`config.mk`:
```
export PLATFORM = sky130hd
export DESIGN_NAME = fabric_cfg_loader
export DESIGN_NICKNAME = d
export VERILOG_FILES = /design/src/rtl/cfg_ldr_pkg.sv /design/src/rtl/cfg_ldr_ctl.sv /design/src/rtl/cfg_ldr_shifter.sv /design/src/rtl/cfg_ldr_rdmux.sv /design/src/rtl/fabric_cfg_loader.sv
export SDC_FILE = /design/constraint.sdc
export NUM_CORES = 1
export LEC_CHECK = 0
export ABC_AREA = 1
export BUFFER_PORTS_ARGS = -buffer_cell sky130_fd_sc_hd__clkbuf_2
export CORE_ASPECT_RATIO = 0.75
export CORE_UTILIZATION = 38
export DETAILED_ROUTE_END_ITERATION = 6
export SYNTH_ARGS = -nofsm -noshare
export SYNTH_HDL_FRONTEND = slang
export SYNTH_SLANG_ARGS = --single-unit
```
`constraint.sdc`:
```
create_clock -name clk -period 2.3 [get_ports clk]
set_input_delay 0.23 -clock clk [delete_from_list [all_inputs] [get_ports clk]]
set_output_delay 0.23 -clock clk [all_outputs]
set_load 0.01 [all_outputs]
```
`src/rtl/cfg_ldr_pkg.sv`:
```
package cfg_ldr_pkg;
    localparam int WORD_W       = 32;
    localparam int ADDR_W       = 6;
    localparam int CSR_W        = 16;
    localparam logic [ADDR_W-1:0] CSR_DWADDR  = 6'h10;
    localparam logic [ADDR_W-1:0] DATA_DWADDR = 6'h11;

    localparam int B_FREE    = 0;
    localparam int B_DONE    = 1;
    localparam int B_EMPTY   = 4;
    localparam int B_OVR     = 5;
    localparam int B_PROG    = 12;
    localparam int B_START   = 14;

    typedef struct packed {
        logic prog_n;
        logic start;
        logic overrun;
    } ctl_t;
endpackage

```
`src/rtl/cfg_ldr_ctl.sv`:
```
module cfg_ldr_ctl
    import cfg_ldr_pkg::*;
(
    input  logic             clk,
    input  logic             rst_n,
    input  logic             csr_wr,
    input  logic [1:0]       csr_be,
    input  logic [CSR_W-1:0] csr_wdata,
    input  logic             set_ovr,
    output logic             abort,
    output ctl_t             ctl
);
    ctl_t ctl_d, ctl_q;

    assign abort = csr_wr && csr_be[1] && !csr_wdata[B_START];

    always_comb begin
        ctl_d = ctl_q;
        if (csr_wr && csr_be[1]) begin
            ctl_d.prog_n = csr_wdata[B_PROG];
            ctl_d.start  = csr_wdata[B_START];
        end
        if (csr_wr && csr_be[0] && csr_wdata[B_OVR]) begin
            ctl_d.overrun = 1'b0;
        end
        if (set_ovr) begin
            ctl_d.overrun = 1'b1;
        end
    end

    always_ff @(posedge clk or negedge rst_n) begin
        if (!rst_n) begin
            ctl_q <= '{prog_n: 1'b1, start: 1'b0, overrun: 1'b0};
        end else begin
            ctl_q <= ctl_d;
        end
    end

    assign ctl = ctl_q;
endmodule

```
`src/rtl/cfg_ldr_shifter.sv`:
```
module cfg_ldr_shifter #(
    parameter int W = 32
) (
    input  logic         clk,
    input  logic         rst_n,
    input  logic         load,
    input  logic [W-1:0] word,
    input  logic         abort,
    output logic         ser_data,
    output logic         ser_clk_en,
    output logic         empty
);
    localparam int CNT_W = $clog2(W + 1);
    localparam logic [CNT_W-1:0] FULL = CNT_W'(W);

    typedef struct packed {
        logic [W-1:0]     shreg;
        logic [CNT_W-1:0] left;
    } sh_t;

    sh_t sh_d, sh_q;

    always_comb begin
        sh_d = sh_q;
        if (abort) begin
            sh_d.shreg = '0;
            sh_d.left  = '0;
        end else if (load) begin
            sh_d.shreg = word;
            sh_d.left  = FULL;
        end else if (sh_q.left != '0) begin
            sh_d.shreg = {sh_q.shreg[W-2:0], 1'b0};
            sh_d.left  = sh_q.left - 1'b1;
        end
    end

    always_ff @(posedge clk or negedge rst_n) begin
        if (!rst_n) begin
            sh_q <= '0;
        end else begin
            sh_q <= sh_d;
        end
    end

    assign ser_data   = sh_q.shreg[W-1];
    assign ser_clk_en = (sh_q.left != '0);
    assign empty      = (sh_q.left == '0);
endmodule

```
`src/rtl/cfg_ldr_rdmux.sv`:
```
module cfg_ldr_rdmux
    import cfg_ldr_pkg::*;
(
    input  logic [ADDR_W-1:0] addr,
    input  ctl_t              ctl,
    input  logic              empty,
    input  logic              fab_done,
    input  logic              scan_busy,
    output logic [WORD_W-1:0] rdata
);
    logic [CSR_W-1:0] csr_view;

    always_comb begin
        csr_view          = '0;
        csr_view[B_FREE]  = !scan_busy;
        csr_view[B_DONE]  = fab_done;
        csr_view[B_EMPTY] = empty;
        csr_view[B_OVR]   = ctl.overrun;
        csr_view[B_PROG]  = ctl.prog_n;
        csr_view[B_START] = ctl.start;
        rdata = '0;
        if (addr == CSR_DWADDR) begin
            rdata = {{(WORD_W-CSR_W){1'b0}}, csr_view};
        end
    end
endmodule

```
`src/rtl/fabric_cfg_loader.sv`:
```
module fabric_cfg_loader
    import cfg_ldr_pkg::*;
(
    input  logic              clk,
    input  logic              rst_n,
    input  logic              reg_we,
    input  logic [ADDR_W-1:0] reg_addr,
    input  logic [3:0]        reg_be,
    input  logic [WORD_W-1:0] reg_wdata,
    output logic [WORD_W-1:0] reg_rdata,
    input  logic              fab_done,
    input  logic              scan_busy,
    output logic              ser_data,
    output logic              ser_clk_en,
    output logic              prog_n
);
    ctl_t ctl;
    logic abort;
    logic csr_wr;
    logic data_wr;
    logic data_ok;
    logic sh_empty;
    logic start_q;
    logic ovr_q;

    assign csr_wr  = reg_we && (reg_addr == CSR_DWADDR);
    assign data_wr = reg_we && (reg_addr == DATA_DWADDR);
    assign data_ok = data_wr && ctl.start && !scan_busy;

    cfg_ldr_ctl u_ctl (
        .clk       (clk),
        .rst_n     (rst_n),
        .csr_wr    (csr_wr),
        .csr_be    (reg_be[1:0]),
        .csr_wdata (reg_wdata[CSR_W-1:0]),
        .set_ovr   (data_ok && !sh_empty),
        .abort     (abort),
        .ctl       (ctl)
    );

    cfg_ldr_shifter #(.W(WORD_W)) u_sh (
        .clk        (clk),
        .rst_n      (rst_n),
        .load       (data_ok && sh_empty),
        .word       (reg_wdata),
        .abort      (abort),
        .ser_data   (ser_data),
        .ser_clk_en (ser_clk_en),
        .empty      (sh_empty)
    );

    cfg_ldr_rdmux u_rd (
        .addr      (reg_addr),
        .ctl       (ctl),
        .empty     (sh_empty),
        .fab_done  (fab_done),
        .scan_busy (scan_busy),
        .rdata     (reg_rdata)
    );

    assign start_q = ctl.start;
    assign ovr_q   = ctl.overrun;
    assign prog_n  = ctl.prog_n;
endmodule

```
# Word-level counts from Yosys, hierarchy flattened
# Index checks and enable logic that the tools add are counted.
dict set report op_classes {
  muxes 6
  eq_ne 2
  add_sub_neg 1
  reduce_logical 17
}
# cell n
set op_table {}
lappend op_table {{$mux W38} 3}
lappend op_table {{$mux W15} 1}
lappend op_table {{$eq A6 B5 Y1 const B} 2}
lappend op_table {{$logic_and A1 B1 Y1} 10}
lappend op_table {{$logic_not A6 Y1} 1}
lappend op_table {{$reduce_bool A6 Y1} 1}
lappend op_table {{$sub A6 B1 Y6 const B} 1}
lappend op_table {{$logic_not A1 Y1} 3}
lappend op_table {{$reduce_bool A3 Y1} 1}
lappend op_table {{$mux W1} 2}
lappend op_table {{$reduce_bool A2 Y1} 1}
dict set report word_totals {
  input_bits 47
  reg_bits 41
}

# Longest topological paths before layout
dict set report depth {
  ltp_word 7
  ltp_mapped 11
  depth_no_buf 10
}

# Hierarchy
# Synthesis repeated with hierarchy kept, for this count alone.
dict set report hier_totals {
  hier_cells 354
  hier_area_um2 2496.1
}
# mod area_per_inst_um2 cells_each instances
set modules_own_cells {}
lappend modules_own_cells {cfg_ldr_shifter 2035.7 283 1}
lappend modules_own_cells {cfg_ldr_rdmux 272.8 43 1}
lappend modules_own_cells {cfg_ldr_ctl 125.1 15 1}
lappend modules_own_cells {fabric_cfg_loader 62.6 13 1}

# Worst setup path before layout
# OpenSTA, ideal clock, no wires.
dict set report synth_timing {
  path_type {register to register}
  startpoint {reg u_sh.sh_q[0] (netlist name)}
  endpoint {reg u_sh.sh_q[7] (netlist name)}
  required_ps 2184
  period_less_slack_ps 1516
  t_arrival_ps 1399
  setup_ps 116
  slack_ps 784
  path_stages_with_launch 11
  n_path_buf 1
  path_cell_list {dfrtp_1 inv_1 ha_1 nand2_1 inv_1 nand3_2 nor2_2 buf_4 o21ai_1 nand2_1 nand2_1}
}
dict set report synth_via {
  elab_cells_between_ends 6
  classes_between {mux: 2; reduce/logical: 4}
}
# element line_no
set synth_rtl {}
lappend synth_rtl {{start, declared} cfg_ldr_shifter.sv:21} ;# sh_t sh_d, sh_q;
lappend synth_rtl {{start signal, assigned} cfg_ldr_shifter.sv:39} ;# sh_q <= '0;
lappend synth_rtl {{start signal, assigned} cfg_ldr_shifter.sv:41} ;# sh_q <= sh_d;
lappend synth_rtl {{$reduce_bool A6 Y1} n/a}
lappend synth_rtl {{named net ser_clk_en} fabric_cfg_loader.sv:14} ;# output logic ser_clk_en,
lappend synth_rtl {{$reduce_bool A3 Y1 (no line)} n/a}
# The timed path passes the listed nets, and every way through them passes these cells.
# A chain may end at the register's enable or synchronous reset.

# Worst setup path in the final report
dict set report layout_timing {
  startpoint {reg u_sh.sh_q[0] (netlist name)}
  endpoint {out reg_rdata[4]}
}
dict set report layout_via {
  elab_chain_len 2
}
# element line_no
set layout_lines {}
lappend layout_lines {{$logic_not A6 Y1} cfg_ldr_shifter.sv:47} ;# assign empty = (sh_q.left == '0);
lappend layout_lines {{$mux W15} cfg_ldr_rdmux.sv:22} ;# if (addr == CSR_DWADDR) begin
lappend layout_lines {{end, declared} fabric_cfg_loader.sv:10} ;# output logic [WORD_W-1:0] reg_rdata,
# Every way passes these cells.

==> flow_summary_export.csv <==
group,metric,value,unit
clock_tree,clk_pin_slew,0.08,ns
sta,hold_ws,0.152,ns
synth,synth_flop_cell,"dfrtp_1",
sta,fin_ws,0.537,ns
sta,drv_slew,0,
synth,synth-seq-area-share,42.0,%
job,cap_violations,0,
floorplanning,rows,24,
synth,yosysWarnings,0,
placement,dpl_cell_area,2660,um2
placement,port_buffers,53,
power_and_ir_drop,clock_power_share,30.2,%
synth,ys_seq_elements,41,
placement,place_ws,0.589,ns
clock_tree,post_cts_buffers,0,
critical_path,crit_path_end,"reg_rdata[4]",
placement,dp_hpwl,3480,um
global_routing,grt-ovfl-total,0,
clock_tree,numCtsBuffers,5,
sta,rsz0062_at_grt,"false",
hold_path,holdCritStartpoint,"reg_wdata[0]",
global_routing,grt_first_pass_wirelength,8430,um
clock_tree,cts_tree,"yes",
floorplanning,core,6010,um2
sta,slew_headroom,62.1,%
critical_path,start_kind,"register",
power_and_ir_drop,p_int,1270,uW
power_and_ir_drop,power,1840,uW
synth,synth.distinct_cells,27,
synth,synth_edf_count,0,
critical_path,worstSetupEndpointType,"output port",
synth,synthCells,354,
detailed_routing,route.detailed.drc,0,
critical_path,required,2.07,ns
floorplanning,fp.dieArea,6770,um2
power_and_ir_drop,combPwrFrac,23.9,%
global_routing,track_usage,15.7,%
global_routing,grt_pass1_vias,1893,
detailed_routing,wl_per_cell,10.2,um
power_and_ir_drop,powerDensity,662,nW/um2
power_and_ir_drop,p_switching,570,uW
global_routing,grt_start_max_net_pins,35,
critical_path,r2r-end,"u_sh.sh_q[7]$_DFFE_PN0P_",
synth,yosysMostFrequentCell,"nand2_1",
hold_path,min_path_type,"in2reg",
critical_path,rr_worst_depth,11,
critical_path,cp_max_fo,4,
placement,routabilityCongestion,0.745,
synth,synthTopCellsByCount,"nand2_1, dfrtp_1, buf_4, inv_1, nor2_1",
sta,finClkSkew,0.00883,ns
synth,yosys-top-cells-area,"dfrtp_1, nand2_1, buf_4, inv_1, nor2_1",
synth,synth.top_cell.area_share,40.9,%
sta,hold_viol_final,0,
clock_tree,htree_levels,2,
final_layout,antennaDiodeCount,0,
sta,finalSetupViolations,0,
power_and_ir_drop,seq_power_share,45.9,%
power_and_ir_drop,switching_share,31.0,%
status,status,"complete, no violations",
critical_path,criticalPathCategory,"reg2out",
clock_tree,post_cts.resized_instances,0,
critical_path,reg2reg_slack,0.57,ns
sta,fin_setup_tns,0,ns
sta,worst_pin_slew,0.569,ns
final_layout,final_cell_area,2780,um2
detailed_routing,vias,2057,
sta,fmax,567,MHz
floorplanning,io_pins,82,
floorplanning,start_util,40.7,%
sta,fin_crit_sh,76.6,%
synth,synth.largest_area_cell,"dfrtp_1",
detailed_routing,routed_wl,4950,um
critical_path,arrival,1.53,ns
floorplanning,die_x,94.6,um
clock_tree,cts_root_buffer,"clkbuf_8",
synth,synthArstFlopShare,100,%
final_layout,drive_gt1_share,19.5,%
clock_tree,cts_sinks,41,
global_routing,antenna_found_initial,0,
sta,period_needed,1.76,ns
detailed_routing,drt_iter0_drc,91,
power_and_ir_drop,power.ir.vdd_worst,330,uV
detailed_routing,vias_per_cell,4.25,
critical_path,cp-startpoint,"u_sh.sh_q[0]$_DFFE_PN0P_",
clock_tree,cts_max_path_buffers,2,
detailed_routing,dr.pass1.iters,5,
synth,avgSynthCellArea,6.91,um2
floorplanning,die_y,71.5,um
power_and_ir_drop,p_leak,0.00170,uW
clock_tree,insertion_delay,0.29,ns
detailed_routing,ant_nets,0,
final_layout,area_growth,13.6,%
critical_path,r2r_start,"u_sh.sh_q[0]$_DFFE_PN0P_",
final_layout,num-nets-final,454,
synth,netlist_area,2450,um2
[sequential cells by signal, indices dropped and copies added, names as in the netlist]
register / count
u_sh.sh_q: 37
u_sh.ser_data: 1
u_ctl.ctl: 3
[metal layers]
layer | wire length (um) | track usage (%) | vias to the layer above
met5 | 0 | 0 | -
met4 | 38 | 3.87 | 0
met3 | 254 | 3.50 | 5
met2 | 2150 | 25.0 | 64
met1 | 2520 | 21.8 | 889
li1 | - | - | 1099
[critical path, stage by stage, from the launching register on]
cell and delay, ns:
dfrtp_1 0.39, inv_1 0.09, ha_1 0.17, nand2_1 0.12, inv_1 0.10, nand3_2 0.11, nor2_1 0.13, clkbuf_2 0.14
[worst min-delay path by stage]
stage / slack (ns) / cells past startpoint / endpoint
2_1_floorplan: -0.07 / 0 / u_ctl.ctl[0]$_DFFE_PN0P_
3_3_place_gp: 0.25 / 1 / u_sh.sh_q[9]$_DFFE_PN0P_
3_5_place_dp: 0.25 / 1 / u_sh.sh_q[8]$_DFFE_PN0P_
4_1_cts: 0.15 / 3 / u_sh.sh_q[6]$_DFFE_PN0P_
5_1_grt: 0.19 / 3 / u_sh.sh_q[6]$_DFFE_PN0P_
6_report: 0.15 / 3 / u_sh.sh_q[6]$_DFFE_PN0P_
[logic make-up after synthesis]
group	Yosys count	share of synthesized area, %
AND/OR/NAND/NOR	231	37.9
XOR/XNOR	3	1.07
adder cells (fa/ha/maj)	1	0.511
other	1	0.153
flip-flops	41	42.0
buffers and inverters	67	16.1
multiplexers	1	0.409
AO/OA/AOI/OAI	9	1.94
[placed cells by master, fill, tap and decap left out, drive strengths merged, types with 2 or more instances in the layout]
cell	netlist	layout
dfrtp	40	40
nand2	200	200
inv	29	29
nor2	21	21
xnor2	2	2
nand4	2	2
nand3	7	7
conb	1	26
buf	38	4
clkbuf	0	58
o21ai	7	7
[area by class of cell]
class,instances,area (um2)
tap,78,97.6
clock inverter,2,35.0
inverter,29,111
clock buffer,5,68.8
fill,643,3230
timing repair buffer,58,318
sequential,41,1030
multi-input combinational,271,1120
[through the flow]
stage,utilization [%],instances
6_report,46.3,484
5_1_grt,46.3,484
4_1_cts,46.3,484
3_5_place_dp,44.4,476
3_3_place_gp,44.4,476
2_1_floorplan,-,379
[power by group through the flow]
stage / Clock, uW / Combinational [uW] / Sequential [uW]
final: 555 / 439 / 844
after global routing: 605 / 498 / 853
after CTS: 576 / 445 / 845
after detailed placement: 0 / 442 / 857
after global placement: 0 / 436 / 857
after floorplan: 0 / 377 / 850
[what timing repair did]
action / 4_1_cts / 5_1_grt
endpoints found under the setup margin: 0 / 0
endpoints found under the hold margin: 20 / 0
hold buffers: 1 / 0
No activity file was read; power rests on OpenSTA's default activity.
